<file path="config.mk">
export PLATFORM = sky130hd
export DESIGN_NAME = pd_wake_seq
export DESIGN_NICKNAME = d
export VERILOG_FILES = /design/src/rtl/pd_wake_seq.sv
export SDC_FILE = /design/constraint.sdc
export NUM_CORES = 1
export LEC_CHECK = 0
export CAP_MARGIN = 20
export CORE_MARGIN = 1
export CORE_UTILIZATION = 40
export CTS_CLUSTER_SIZE = 24
export DETAILED_ROUTE_END_ITERATION = 12
export PLACE_DENSITY = 0.86
export SYNTH_ARGS = -nofsm -noshare
export SYNTH_HDL_FRONTEND = slang
export SYNTH_SLANG_ARGS = --single-unit
</file>
<file path="constraint.sdc">
create_clock -name clk -period 1.72 [get_ports clk]
set_clock_uncertainty 0.2 [all_clocks]
set_input_delay 0.258 -clock clk [delete_from_list [all_inputs] [get_ports clk]]
set_output_delay 0.258 -clock clk [all_outputs]
set_load 0.01 [all_outputs]
</file>
<file path="src/rtl/pd_wake_seq.sv">
module pd_wake_seq #(
  parameter int          LOW_TICKS   = 4,
  parameter logic [15:0] WAKE_VECTOR = 16'h007B
) (
  input  logic        clk,
  input  logic        rst,
  input  logic        pd_req,
  input  logic        wake_en,
  input  logic        int_pin,
  input  logic        tick,
  input  logic        osc_stable,
  input  logic        irq_ack,
  input  logic        reti,
  input  logic        ext0_en,
  output logic        rc_osc_start,
  output logic        main_osc_start,
  output logic        wake_irq,
  output logic [15:0] wake_vec,
  output logic        irq_block,
  output logic        periph_freeze,
  output logic        pin_held_low,
  output logic        ext0_irq
);

  localparam int CW = (LOW_TICKS < 2) ? 1 : $clog2(LOW_TICKS);

  typedef enum logic [2:0] {S_RUN, S_PDOWN, S_LATCH, S_STARTUP, S_WAKE} state_t;

  state_t        st;
  logic [1:0]    pin_sync;
  logic [CW-1:0] cnt;
  logic          armed, irq_q, latched, ext0_q;

  wire pin_hi = pin_sync[1];

  always_ff @(posedge clk) begin
    if (rst) begin
      st       <= S_RUN;
      pin_sync <= 2'b11;
      cnt      <= '0;
      armed    <= 1'b0;
      irq_q    <= 1'b0;
      latched  <= 1'b0;
      ext0_q   <= 1'b0;
    end else begin
      pin_sync <= {pin_sync[0], int_pin};
      ext0_q   <= 1'b0;
      case (st)
        S_RUN: if (pd_req) begin
          st    <= S_PDOWN;
          armed <= wake_en;
        end
        S_PDOWN: begin
          cnt <= '0;
          if (armed && !pin_hi) st <= S_LATCH;
        end
        S_LATCH: begin
          if (pin_hi) begin
            st  <= S_PDOWN;
            cnt <= '0;
          end else if (tick) begin
            if (cnt == CW'(LOW_TICKS - 1)) begin
              st      <= S_STARTUP;
              latched <= ~pin_hi;
            end else begin
              cnt <= cnt + 1'b1;
            end
          end
        end
        S_STARTUP: if (osc_stable) begin
          st    <= S_WAKE;
          irq_q <= 1'b1;
        end
        S_WAKE: begin
          if (irq_ack) irq_q <= 1'b0;
          if (reti) begin
            st      <= S_RUN;
            irq_q   <= 1'b0;
            latched <= 1'b0;
            ext0_q  <= ext0_en & ~pin_hi;
          end
        end
        default: st <= S_RUN;
      endcase
    end
  end

  assign rc_osc_start   = (st == S_STARTUP);
  assign main_osc_start = (st == S_STARTUP);
  assign wake_irq       = irq_q;
  assign wake_vec       = irq_q ? WAKE_VECTOR : 16'h0000;
  assign irq_block      = (st == S_LATCH) || (st == S_STARTUP) || (st == S_WAKE);
  assign periph_freeze  = (st != S_RUN);
  assign pin_held_low   = latched;
  assign ext0_irq       = ext0_q;

  assert_unarmed_stays_R3: assert property (@(posedge clk) disable iff (rst)
    (st == S_PDOWN && !armed) |=> (st == S_PDOWN));

  assert_osc_after_qualify_R5: assert property (@(posedge clk) disable iff (rst)
    $rose(rc_osc_start) |-> ($past(st) == S_LATCH && $past(tick)));

  assert_irq_masked_R8: assert property (@(posedge clk) disable iff (rst)
    wake_irq |-> irq_block);

  assert_ack_drops_R7: assert property (@(posedge clk) disable iff (rst)
    (wake_irq && irq_ack && !reti) |=> !wake_irq);

  assert_freeze_release_R9: assert property (@(posedge clk) disable iff (rst)
    $fell(periph_freeze) |-> $past(reti));

  assert_ext0_unmasked_R10: assert property (@(posedge clk) disable iff (rst)
    ext0_irq |-> (!irq_block && $past(reti) && $past(ext0_en)));

endmodule

</file>
**Yosys cells after proc, flatten, opt, wreduce, memory -nomap -nowiden**

Cells that the tools add are included.

- Word-level logic and storage cells: 65
- Register bits: 11
- Output and inout port bits: 23

- Reduce and logical (&&, ||, !) cells: 15
- Add/sub/neg operators: 1
- Multiplexer cells: 22
- Equal/unequal tests: 16
- Bitwise logic cells: 4

Operators with widths:

| cell | count |
|---|---|
| 3-bit 2-to-1 mux | 7 |
| 3-bit case mux with 5 select lines | 1 |
| 2-bit inequality test (second input constant) | 7 |
| 3-bit inequality test (second input constant) | 4 |
| 1-bit 2-to-1 mux | 7 |
| 7-bit 2-to-1 mux | 1 |
| 3-bit by 2-bit equality test with 1-bit output (second input constant) | 2 |
| 2-bit 2-to-1 mux | 3 |
| 3-bit AND reduction | 2 |
| 6-bit AND reduction | 1 |
| 2-bit nonzero test | 3 |
| 5-bit AND reduction | 1 |
| 1-bit case mux with 2 select lines | 2 |
| 2-bit case mux with 2 select lines | 1 |
| 3-bit by 1-bit equality test with 1-bit output (second input constant) | 1 |
| 3-bit equality test (second input constant) | 1 |
| 3-bit logical NOT | 1 |
| 1-bit NOT | 3 |
| 3-bit nonzero test | 1 |
| 3-bit OR reduction | 1 |
| 2-bit by 1-bit adder with 2-bit output (second input constant) | 1 |
| 2-bit equality test (second input constant) | 1 |
| 1-bit logical OR | 2 |
| 2-bit AND reduction | 1 |
| other kinds (3) | 3 |

**Longest topological paths before layout**

Gate-level depths: netlist of run 1.

- Depth in word-level cells: 5
- Gate-level depth with buffers: 5
- Gate-level depth less buffers: 5

**Worst setup path after synthesis of run 1**

OpenSTA, ideal clock, no wires.

- Path type: reg-to-reg
- Start: register st[0]
- End: register st[0]
- Cell stages (with the launch flop): 6
- Arrival: 1.248 ns
- Slack: 0.149 ns
- Cell sequence: dfxtp_1 -> buf_6 -> nor4b_4 -> a22oi_2 -> nand3_2 -> mux2_1

- Longest elaborated chain between the ends: 3

Ends and longest elaborated chain:

| item | line | text |
|---|---|---|
| start: declaration | 29 | `state_t st;` |
| start signal: assignment | 38 | `st <= S_RUN;` |
| start signal: assignment | 50 | `st <= S_PDOWN;` |
| start signal: assignment | 55 | `if (armed && !pin_hi) st <= S_LATCH;` |
| 3-bit by 2-bit equality test with 1-bit output (tied with other cells) | 48 | `case (st)` |
| 3-bit inequality test (no line) or 2-bit inequality test (tied branches) | -- |  |
| 6-bit AND reduction (no line) | -- |  |

Several ways; a longest one is shown, not always the timed one.
A chain may end at the register's enable or synchronous reset.

**Final worst setup path of run 1**

Ends and elaborated chain as after synthesis.

==> summary.md, run 1 <==
| Metric | Value |
|---|---|
| Length of the first detailed-routing pass in iterations | `4` |
| Post-layout minimum cycle time | `1693 ps` |
| TritonCTS clock tree | `yes` |
| Reg-to-reg setup timing slack | `30 ps` |
| Worst Hold Class | `reg -> reg` |
| Number of violations of the max-capacitance limit | `0` |
| Category of the critical setup timing path | `reg -> reg` |
| Wire length of the first global-routing pass | `2332 µm` |
| Max rail drop VDD | `540.6 µV` |
| Endpoint, Worst Hold | `pin_sync[1]$_SDFF_PP1_` |
| Worst r2r path cells | `5` |
| FF+latch count, synth | `11` |
| Static power due to leakage | `0.4381 nW` |
| Critical Path Source Type | `flop` |
| Pre-CTS WS | `-17.56 ps` |
| TritonCTS buffer count | `3` |
| Cell count after synthesis | `83` |
| Count of nets left with antenna violations after detail routing | `0` |
| Worst Path Arrival | `1650 ps` |
| Post-synth cell types | `31` |
| Worst skew pair latency | `270 ps` |
| IO buf count | `22` |
| Required arrival time at the worst endpoint | `1680 ps` |
| Final critical-path share of the clock period | `98.44%` |
| Maximum number of pins on one net before global-route repair | `10` |
| Remaining DRCs | `0` |
| Antenna violations before repair | `0` |
| Register clock-pin slew on the reported worst setup and hold paths | `70 ps` |
| Fill cell instance count of the final layout | `161` |
| Top post-synthesis cells by count | `18 x buf_4, 11 x dfxtp_1, 7 x nand2_1, 5 x nand2b_1, 4 x nor2_1` |
| Clk sinks | `11` |
| Syn_area_per_cell | `8.924 µm²` |
| Hold Path Stages | `1` |
| Synthesis-to-finish area growth | `36.66%` |
| Routability congestion estimate from global placement | `0.7832` |
| Slowest CP cell | `dfxtp_4` |
| Overall routing resource usage | `15.97%` |
| Post-synth design cell area | `740.7 µm²` |
| Via count of the first global-routing pass | `586` |
| Primary FF master, synth | `dfxtp_1` |
| Launch instance of the worst register-to-register path | `st[0]$_SDFFE_PP0P_` |
| Largest fanout of any net on the critical path | `6` |
| Yosys synthesis warning count | `0` |
| Overall die width | `45.03 µm` |
| Sum of routed wire segments on met1 | `541 µm` |
| Part of the Yosys area used for sequential elements | `29.73%` |
| Synth top area share | `29.73%` |
| Total Die Area | `2028 µm²` |
| Congestion Overflow GR | `0` |
| PD cells | `760.0 nW/µm²` |
| Site row count | `15` |
| Fmax | `590.6 MHz` |
| Drt initial violations | `6` |
| Status | `complete, no violations` |
| Core area | `1727 µm²` |
| Total length of routed met3 wires | `54 µm` |
| Chain of cells forming the critical path | `buf_4, nor4b_4, a22oi_2, nand3_4, mux2_4` |
| Clock Tree Buf Depth | `2` |
| Number of failing hold endpoints at the final stage | `0` |
| Crit end category | `flop` |
| Total wirelength of the detailed-routed design | `1471 µm` |
| Fin nets | `119` |
| Startpoint of the lowest-slack hold path | `pin_sync[0]$_SDFF_PP1_` |
| Post-synthesis async set-or-reset flop share | `0%` |
| Cell type with the highest aggregate area in the netlist | `dfxtp_1` |
| Antenna cells | `0` |
| Sum of negative setup slack | `0 ps` |
| Routed length on met2 | `844 µm` |
| Worst path max stage delay | `380 ps` |
| Effective utilization at floorplan | `42.90%` |
| Clock root buffer | `clkbuf_4` |
| Final Power | `0.7693 mW` |
| Worst reg2reg path endpoint | `st[0]$_SDFFE_PP0P_` |
| Die height | `45.03 µm` |
| Share of cells above drive strength 1 | `27.10%` |
| Via/cell ratio | `4.682` |
| Top-Level Pins | `33` |
| Number of flops mapped to enable cells by yosys | `0` |
| Number of slew-limit violations in the final report | `0` |
| Synth area leaders | `dfxtp_1 30%, buf_4 18%, nand2b_1 4.2%, mux2i_1 4.1%, nand2_1 3.5%` |
| Vias | `618` |
| Worst setup slack after layout | `26.90 ps` |
| Highest metal used | `met4` |
| Wirelength per Cell | `11.14 µm` |
| Final Hold Slack | `215.2 ps` |
| DPL Wire Length | `1155 µm` |
| Setup Viol. Count Final | `0` |
| Count leader, synth | `buf_4` |
| H-tree lvl count | `1` |
-- registers in the layout, summed over array words and instances (netlist names) --
name and count:
cnt 2, pin_sync 2, wake_irq 1, pin_held_low 1, st 3, armed 1, ext0_irq 1
-- cells in the final DEF (no fill, tap or decap), types with 3 or more instances in the layout --
cell / instances
clkbuf_4: 3
nor2_1: 4
inv_1: 3
clkdlybuf4s50_1: 18
nor2b_1: 3
nand2_1: 7
mux2i_1: 3
conb_1: 10
dfxtp_1: 7
buf_4: 10
nand2b_1: 4
-- timing repair --
action / CTS / global route
pin swaps: 1 / 2
gates resized for setup: 11 / 8
buffers inserted: 3 / 1
hold buffers: 0 / 0
setup endpoints to repair: 11 / 5
-- critical path, delay by kind of cell, from the launching register on --
family	cells	cell delay [ps]
DFF	1	380
buffers and inverters	1	160
and+or+nand+nor	2	420
AOI/OAI and AO/OA	1	120
muxes	1	300
-- through the flow --
stage	area (µm²)	std cells	utilization [%]
4_1_cts	983.4	132	56.96
6_report	1012	132	58.62
3_5_place_dp	915.9	125	53.04
3_3_place_gp	915.9	125	53.04
2_1_floorplan	774.5	92	-
5_1_grt	1012	132	58.62
-- layer usage --
metal / vias up / global-route usage, %
met5: - / 0
met4: 0 / 9.091
met3: 5 / 1.200
met2: 17 / 31.30
met1: 299 / 16.22
li1: 297 / -
-- cell type report --
cell class / count / area, µm² / share of cell area [%]
inverters: 3 / 11.26 / 1.112
clock buffers: 4 / 26.28 / 2.596
repair buffers: 32 / 292.8 / 28.92
multi-input cells: 57 / 420.4 / 41.53
well taps: 25 / 31.28 / 3.090
flip-flops and latches: 11 / 230.2 / 22.74
-- how the worst max path moves through the flow --
stage                       startpoint            endpoint  slack, ps  depth (start not counted)
floorplan           st[0]$_SDFFE_PP0P_  st[0]$_SDFFE_PP0P_        150                          5
global placement                  tick  st[1]$_SDFFE_PP0P_          8                          5
detailed placement                tick  st[1]$_SDFFE_PP0P_        -20                          5
CTS                 st[2]$_SDFFE_PP0P_  st[1]$_SDFFE_PP0P_        -50                          8
global route        st[2]$_SDFFE_PP0P_  st[0]$_SDFFE_PP0P_         -7                          5
finish              st[0]$_SDFFE_PP0P_  st[0]$_SDFFE_PP0P_         30                          5
-- cell families after synthesis --
group                      count (synthesis)  synth area share, %
buffers and inverters                     24                23.48
muxes                                      5                7.095
other                                      1               0.5063
DFF                                       11                29.73
adders and majority gates                  1                1.689
AOI/OAI and AO/OA                         10                9.799
and+or+nand+nor                           31                27.70
-- where the power goes --
group / switching [mW] / internal, mW
registers: 0.0337 / 0.278
clock network: 0.0864 / 0.0898
logic: 0.119 / 0.163
total: 0.239 / 0.530
Power figures use the tool's default switching activity.
==> inputs of run 2 (changes only) <==
--- a/config.mk
+++ b/config.mk
@@ -7,10 +7,11 @@
 export LEC_CHECK = 0
 export CAP_MARGIN = 20
 export CORE_MARGIN = 1
-export CORE_UTILIZATION = 40
+export CORE_UTILIZATION = 42
+export CTS_BUF_LIST = sky130_fd_sc_hd__clkbuf_8
 export CTS_CLUSTER_SIZE = 24
 export DETAILED_ROUTE_END_ITERATION = 12
-export PLACE_DENSITY = 0.86
+export PLACE_DENSITY = 0.89
 export SYNTH_ARGS = -nofsm -noshare
 export SYNTH_HDL_FRONTEND = slang
 export SYNTH_SLANG_ARGS = --single-unit
==> run 2 against run 1 <==
First-iteration DRC count grew 100%. Global-route usage decreased by 0.40 points. Cell count decreased by 8.3%. Sequential power hardly changed. Clock power is 44% higher. Combinational power is 6% lower. Via count down 7.6%. Maximum frequency increased by 2.9%. Sequential cell count unchanged. Largest power group unchanged. Worst setup slack gained 48 ps. Critical endpoint is now st[1]$_SDFFE_PP0P_. Clock-buffer cell count is 1 lower.
==> summary.md, run 2 (synthesis results as in run 1) <==
| Metric | Value |
|---|---|
| Total wirelength of the detailed-routed design | `1396 µm (-5.1%)` |
| Static power due to leakage | `0.4367 nW (-0.31%)` |
| Category of the critical setup timing path | `reg -> reg` |
| Core area | `1577 µm² (-8.7%)` |
| Fin nets | `117 (-1.7%)` |
| Remaining DRCs | `0 (unchanged)` |
| Post-layout instance count excluding filler cells | `121 (-8.3%)` |
| Register clock-pin slew on the reported worst setup and hold paths | `50 ps (-20 ps)` |
| Via count of the first global-routing pass | `526 (-10%)` |
| PD cells | `844.3 nW/µm² (+11%)` |
| Worst r2r path cells | `5 (unchanged)` |
| Fmax | `607.8 MHz (+2.9%)` |
| Congestion Overflow GR | `0 (unchanged)` |
| Count of nets left with antenna violations after detail routing | `0 (unchanged)` |
| TritonCTS buffer count | `3 (unchanged)` |
| Synthesis-to-finish area growth | `32.43%` |
| Crit end category | `flop` |
| Vias | `571 (-7.6%)` |
| DPL Wire Length | `1066 µm (-7.7%)` |
| Worst Path Arrival | `1570 ps (-80 ps)` |
| Antenna violations before repair | `0 (unchanged)` |
| Required arrival time at the worst endpoint | `1650 ps (-30 ps)` |
| Wire length of the first global-routing pass | `2201 µm (-5.6%)` |
| Wirelength per Cell | `11.54 µm (+3.5%)` |
| Worst reg2reg path endpoint | `st[1]$_SDFFE_PP0P_` |
| Site row count | `14 (-1)` |
| Drt initial violations | `12 (+6)` |
| Reg-to-reg setup timing slack | `70 ps (+50 ps)` |
| Inst Count DP | `116 (-7.2%)` |
| Chain of cells forming the critical path | `buf_4, nor4b_4, a22oi_2, nand3_2, mux2_4` |
| Setup Viol. Count Final | `0 (unchanged)` |
| Clock root buffer | `clkbuf_8` |
| Most flops, register | `st` |
| Worst Hold Class | `reg -> reg` |
| Leading cell types in the layout, fill and taps excluded | `18 x clkdlybuf4s50_1, 10 x conb_1, 8 x buf_4, 7 x nand2_1, 7 x dfxtp_1` |
| Final Hold Slack | `213.6 ps (-1.573 ps)` |
| Endpoint, Worst Hold | `pin_sync[1]$_SDFF_PP1_` |
| Antenna cells | `0 (unchanged)` |
| Worst skew pair latency | `240 ps (-30 ps)` |
| Status | `complete, no violations` |
| Worst path max stage delay | `370 ps (about the same)` |
| Max rail drop VDD | `723.3 µV (+34%)` |
| Clock Tree Buf Depth | `2 (unchanged)` |
| Design area | `980.9 µm² (-3.1%)` |
| Registers with the most flip-flops | `st x3, cnt x2, pin_sync x2` |
| Number of failing hold endpoints at the final stage | `0 (unchanged)` |
| TritonCTS clock tree | `yes` |
| Slowest CP cell | `dfxtp_4` |
| Critical Path Source Type | `flop` |
| Launch instance of the worst register-to-register path | `st[0]$_SDFFE_PP0P_` |
| Share of cells above drive strength 1 | `24.76% (-2.3 points)` |
| Routability congestion estimate from global placement | `0.7744 (-1.1%)` |
| Post-layout minimum cycle time | `1645 ps (-47.77 ps)` |
| Total Die Area | `1936 µm² (-4.5%)` |
| Overall die width | `44.00 µm (-2.3%)` |
| Overall routing resource usage | `15.57% (-0.40 points)` |
| Final core utilization | `62.22% (+3.6 points)` |
| Maximum number of pins on one net before global-route repair | `10 (unchanged)` |
| Number of slew-limit violations in the final report | `0 (unchanged)` |
| Die height | `44.00 µm (-2.3%)` |
| Placed standard-cell area | `904.6 µm² (-1.2%)` |
| H-tree lvl count | `1 (unchanged)` |
| Flip-flop count of the largest register, all copies and words added | `3 (unchanged)` |
| Top-Level Pins | `33 (unchanged)` |
| Unrepaired setup endpoints after global routing | `false` |
| Via/cell ratio | `4.719 (+0.79%)` |
| Final critical-path share of the clock period | `95.66% (-2.8 points)` |
| Number of violations of the max-capacitance limit | `0 (unchanged)` |
| Most common library cell in the layout ignoring fill and taps | `clkdlybuf4s50_1` |
| Largest fanout of any net on the critical path | `6 (unchanged)` |
| Length of the first detailed-routing pass in iterations | `6 (+2)` |
| Hold Path Stages | `1 (unchanged)` |
| Clk sinks | `11 (unchanged)` |
| IO buf count | `22 (unchanged)` |
| Effective utilization at floorplan | `46.98% (+4.1 points)` |
| Startpoint of the lowest-slack hold path | `pin_sync[0]$_SDFF_PP1_` |
## run 2: how the worst max path moves through the flow
stage / start / end / slack (ps) / cells past startpoint
floorplan: st[0]$_SDFFE_PP0P_ / st[0]$_SDFFE_PP0P_ / 150 / 5
global placement: tick / st[0]$_SDFFE_PP0P_ / 9 / 5
detailed placement: tick / st[1]$_SDFFE_PP0P_ / -30 / 5
CTS: wake_irq$_SDFFE_PP0P_ / wake_vec[1] / 8 / 1
global route: st[2]$_SDFFE_PP0P_ / st[0]$_SDFFE_PP0P_ / 5 / 5
finish: st[0]$_SDFFE_PP0P_ / st[1]$_SDFFE_PP0P_ / 70 / 5
## run 2: routing by layer
metal / share of wire [%] / wire (µm) / global-route usage [%]
met5: 0 / 0 / 0
met4: 0.86 / 12 / 5.455
met3: 4.1 / 57 / 3.750
met1: 41 / 576 / 17.77
met2: 54 / 750 / 28.06
## run 2: layout make-up
class	instances	area (µm²)
tap	16	20.02
clock buffer	3	41.29
multi-input combinational	57	399.1
sequential	11	230.2
timing repair buffer	30	275.3
clock inverter	1	3.754
fill	143	595.6
inverter	3	11.26
## run 2: power by group
part	internal (mW)	switching [mW]	total (mW)
Sequential	0.278	0.0302	0.308
Clock	0.157	0.0976	0.254
Combinational	0.150	0.116	0.265
## run 2: metrics by stage
step	power, mW	setup WS (ps)	setup TNS (ps)
after detailed placement	0.5589	-26.46	-46.44
after global routing	0.8624	4.886	0
after global placement	0.5532	8.559	0
after CTS	0.8124	7.633	0
after floorplan	0.4936	148.9	0
final	0.8282	74.67	0
## run 2: what timing repair did
action                     4_1_cts  5_1_grt
hold buffers                     0        0
buffers inserted                 1        0
pin swaps                        0        3
setup endpoints to repair        4        9
gates resized for setup          8        6
## run 2: worst max-delay path: cells and delay by family (launching register included)
kind / cells / cell delay, ps
multiplexers: 1 / 300
AO/OA/AOI/OAI: 1 / 90
flip-flops: 1 / 370
buffers and inverters: 1 / 160
AND/OR/NAND/NOR: 2 / 400
==> inputs of run 3 (changes only) <==
--- a/config.mk
+++ b/config.mk
@@ -7,11 +7,12 @@
 export LEC_CHECK = 0
 export CAP_MARGIN = 20
 export CORE_MARGIN = 1
-export CORE_UTILIZATION = 42
+export CORE_UTILIZATION = 38
 export CTS_BUF_LIST = sky130_fd_sc_hd__clkbuf_8
 export CTS_CLUSTER_SIZE = 24
 export DETAILED_ROUTE_END_ITERATION = 12
-export PLACE_DENSITY = 0.89
+export DONT_BUFFER_PORTS = 1
+export PLACE_DENSITY = 0.61
 export SYNTH_ARGS = -nofsm -noshare
 export SYNTH_HDL_FRONTEND = slang
 export SYNTH_SLANG_ARGS = --single-unit
==> run 3 against run 2 <==
Worst setup slack better by 15 ps. Sequential cell count stayed put. Maximum frequency is 0.92% higher. Largest cell class unchanged.
==> summary.md, run 3 (synthesis results as in run 1) <==
| Metric | Value |
|---|---|
| Wire length of the first global-routing pass | `1821 µm (-17%)` |
| Number of slew-limit violations in the final report | `0 (unchanged)` |
| Congestion Overflow GR | `0 (unchanged)` |
| Switching pwr | `0.2222 mW (-8.6%)` |
| Overall die width | `46.15 µm (+4.9%)` |
| Most flops, register | `st` |
| Clock Tree Buf Depth | `2 (unchanged)` |
| Via/cell ratio | `4.555 (-3.5%)` |
| Overall routing resource usage | `12.60% (-3.0 points)` |
| Clk sinks | `11 (unchanged)` |
| Chain of cells forming the critical path | `nor3b_2, a21o_1` |
| Top-Level Pins | `33 (unchanged)` |
| TritonCTS clock tree | `yes` |
| Antenna violations before repair | `0 (unchanged)` |
| Largest fanout of any net on the critical path | `6 (unchanged)` |
| PD cells | `952.9 nW/µm² (+13%)` |
| Crit end category | `output port` |
| TritonCTS buffer count | `3 (unchanged)` |
| Maximum number of pins on one net before global-route repair | `12 (+2)` |
| Effective utilization at floorplan | `41.54% (-5.4 points)` |
| Worst r2r path cells | `4 (-1)` |
| Final critical-path share of the clock period | `94.79% (-0.87 points)` |
| Worst setup slack after layout | `89.67 ps (+15.00 ps)` |
| Endpoint, Worst Hold | `cnt[1]$_SDFFE_PP0P_` |
| Via count of the first global-routing pass | `437 (-17%)` |
| Slowest CP cell | `dfxtp_1` |
| Flip-flop count of the largest register, all copies and words added | `3 (unchanged)` |
| Fill cell instance count of the final layout | `191 (+34%)` |
| Design area | `780.7 µm² (-20%)` |
| Status | `complete, no violations` |
| Antenna cells | `0 (unchanged)` |
| Synthesis-to-finish area growth | `5.405%` |
| Category of the critical setup timing path | `reg -> out` |
| Reg-to-reg setup timing slack | `100 ps (+30 ps)` |
| Final core utilization | `43.79% (-18 points)` |
| Clock network fraction of total power | `35.3% (+4.6 points)` |
| Post-layout minimum cycle time | `1630 ps (-15.00 ps)` |
| Count of nets left with antenna violations after detail routing | `0 (unchanged)` |
| Remaining DRCs | `0 (unchanged)` |
| Registers with the most flip-flops | `st x3, cnt x2, pin_sync x2` |
| Wirelength per Cell | `11.03 µm (-4.4%)` |
| Number of violations of the max-capacitance limit | `0 (unchanged)` |
| Power Internal | `0.5217 mW (-11%)` |
| Register area | `221.5 µm² (-3.8%)` |
| Routability congestion estimate from global placement | `0.6744 (-13%)` |
| Worst path max stage delay | `450 ps (+80 ps)` |
| Pre-CTS WS | `97.01 ps (+123.5 ps)` |
| Worst skew pair latency | `240 ps (about the same)` |
| Die height | `46.15 µm (+4.9%)` |
| Sum of negative setup slack | `0 ps (unchanged)` |
| Clock root buffer | `clkbuf_8` |
| Worst Hold Class | `in -> reg` |
| Max rail drop VDD | `716.4 µV (-0.96%)` |
| Core area | `1783 µm² (+13%)` |
| Share of power burned in registers | `42.3% (+5.1 points)` |
| Number of failing hold endpoints at the final stage | `0 (unchanged)` |
| Setup Viol. Count Final | `0 (unchanged)` |
| Required arrival time at the worst endpoint | `1260 ps (-390 ps)` |
| Setup fix buffers added after clock tree synthesis | `0 (-1)` |
| Critical Path Source Type | `flop` |
| Drt initial violations | `5 (-7)` |
| H-tree lvl count | `1 (unchanged)` |
| Multi-input logic area | `380.4 µm² (-4.7%)` |
| Leading cell types in the layout, fill and taps excluded | `10 x conb_1, 10 x dfxtp_1, 7 x nand2_1, 6 x dlygate4sd3_1, 5 x nand2b_1` |
| Worst reg2reg path endpoint | `st[0]$_SDFFE_PP0P_` |
| Register clock-pin slew on the reported worst setup and hold paths | `50 ps (about the same)` |
| Length of the first detailed-routing pass in iterations | `2 (-4)` |
| DPL Wire Length | `841.7 µm (-21%)` |
| Total wirelength of the detailed-routed design | `1213 µm (-13%)` |
| Fin nets | `97 (-17%)` |
| Startpoint of the lowest-slack hold path | `rst` |
| Part of the total power dissipated in combinational logic | `22.4% (-9.7 points)` |
| Total Die Area | `2130 µm² (+10%)` |
| Placed standard-cell area | `673.1 µm² (-26%)` |
| Static power due to leakage | `0.3375 nW (-23%)` |
| Launch instance of the worst register-to-register path | `st[1]$_SDFFE_PP0P_` |
| Share of cells above drive strength 1 | `20.00% (-4.8 points)` |
| Fmax | `613.4 MHz (+0.92%)` |
| IO buf count | `0 (-100%)` |
| Hold Path Stages | `2 (+1)` |
| Net switching fraction of the power | `29.87% (+0.50 points)` |
| Site row count | `15 (+1)` |
| Unrepaired setup endpoints after global routing | `true` |
| Worst Path Arrival | `1170 ps (-400 ps)` |
| Vias | `501 (-12%)` |
run 3: cell types whose count changed in the layout (fill, tap and decap cells not counted), moves of 3 or more:
cell | previous run | this run
buf_4 | 8 | 4
clkdlybuf4s50_1 | 18 | 0
dfxtp_1 | 7 | 10
dlygate4sd3_1 | 0 | 6
dlygate4sd2_1 | 4 | 0
run 3: worst max-delay path by stage:
| stage | from | end | slack, ps | cells past startpoint |
|---|---|---|---|---|
| floorplan | st[0]$_SDFFE_PP0P_ | st[0]$_SDFFE_PP0P_ | 150 | 5 |
| global placement | st[2]$_SDFFE_PP0P_ | st[1]$_SDFFE_PP0P_ | 110 | 4 |
| detailed placement | st[0]$_SDFFE_PP0P_ | st[0]$_SDFFE_PP0P_ | 100 | 4 |
| CTS | st[0]$_SDFFE_PP0P_ | main_osc_start | 50 | 2 |
| global route | st[2]$_SDFFE_PP0P_ | st[1]$_SDFFE_PP0P_ | -8 | 4 |
| finish | st[2]$_SDFFE_PP0P_ | irq_block | 90 | 2 |
run 3: power groups by stage:
stage               registers [mW]  logic (mW)  clock network (mW)
floorplan                    0.289       0.204                   0
global placement             0.315       0.151                   0
detailed placement           0.319       0.154                   0
CTS                          0.313       0.167               0.270
global route                 0.320       0.184               0.282
finish                       0.315       0.167               0.262
run 3: cell type report:
type	instances	area share, %
multi-input combinational	57	48.72
tap	25	4.006
sequential	11	28.37
clock inverter	1	0.6410
timing repair buffer	10	11.54
clock buffer	3	5.288
inverter	3	1.442
run 3: timing repair:
action                                 CTS  global route
gates resized for setup                  0             1
setup endpoints to repair                0             3
hold buffers                             6             0
endpoints found under the hold margin    9             0
run 3: stage by stage:
step	total power, mW	instances	hold WS [ps]
finish	0.7439	110	2.700
global route	0.7853	110	8.660
CTS	0.7511	110	3.235
detailed placement	0.4723	100	134.0
global placement	0.4667	100	131.0
floorplan	0.4936	92	161.8
run 3: critical path, delay by kind of cell, from the launching register on:
| kind | cells | cell delay [ps] |
|---|---|---|
| AND/OR/NAND/NOR | 1 | 310 |
| flip-flops | 1 | 450 |
| AO/OA/AOI/OAI | 1 | 170 |
run 3: routing by layer:
metal	wire length (µm)	vias to the layer above	global-route usage, %
li1	-	250	-
met1	577	226	16.08
met2	537	21	17.75
met3	77	4	6.275
met4	21	0	5.294
met5	0	-	0
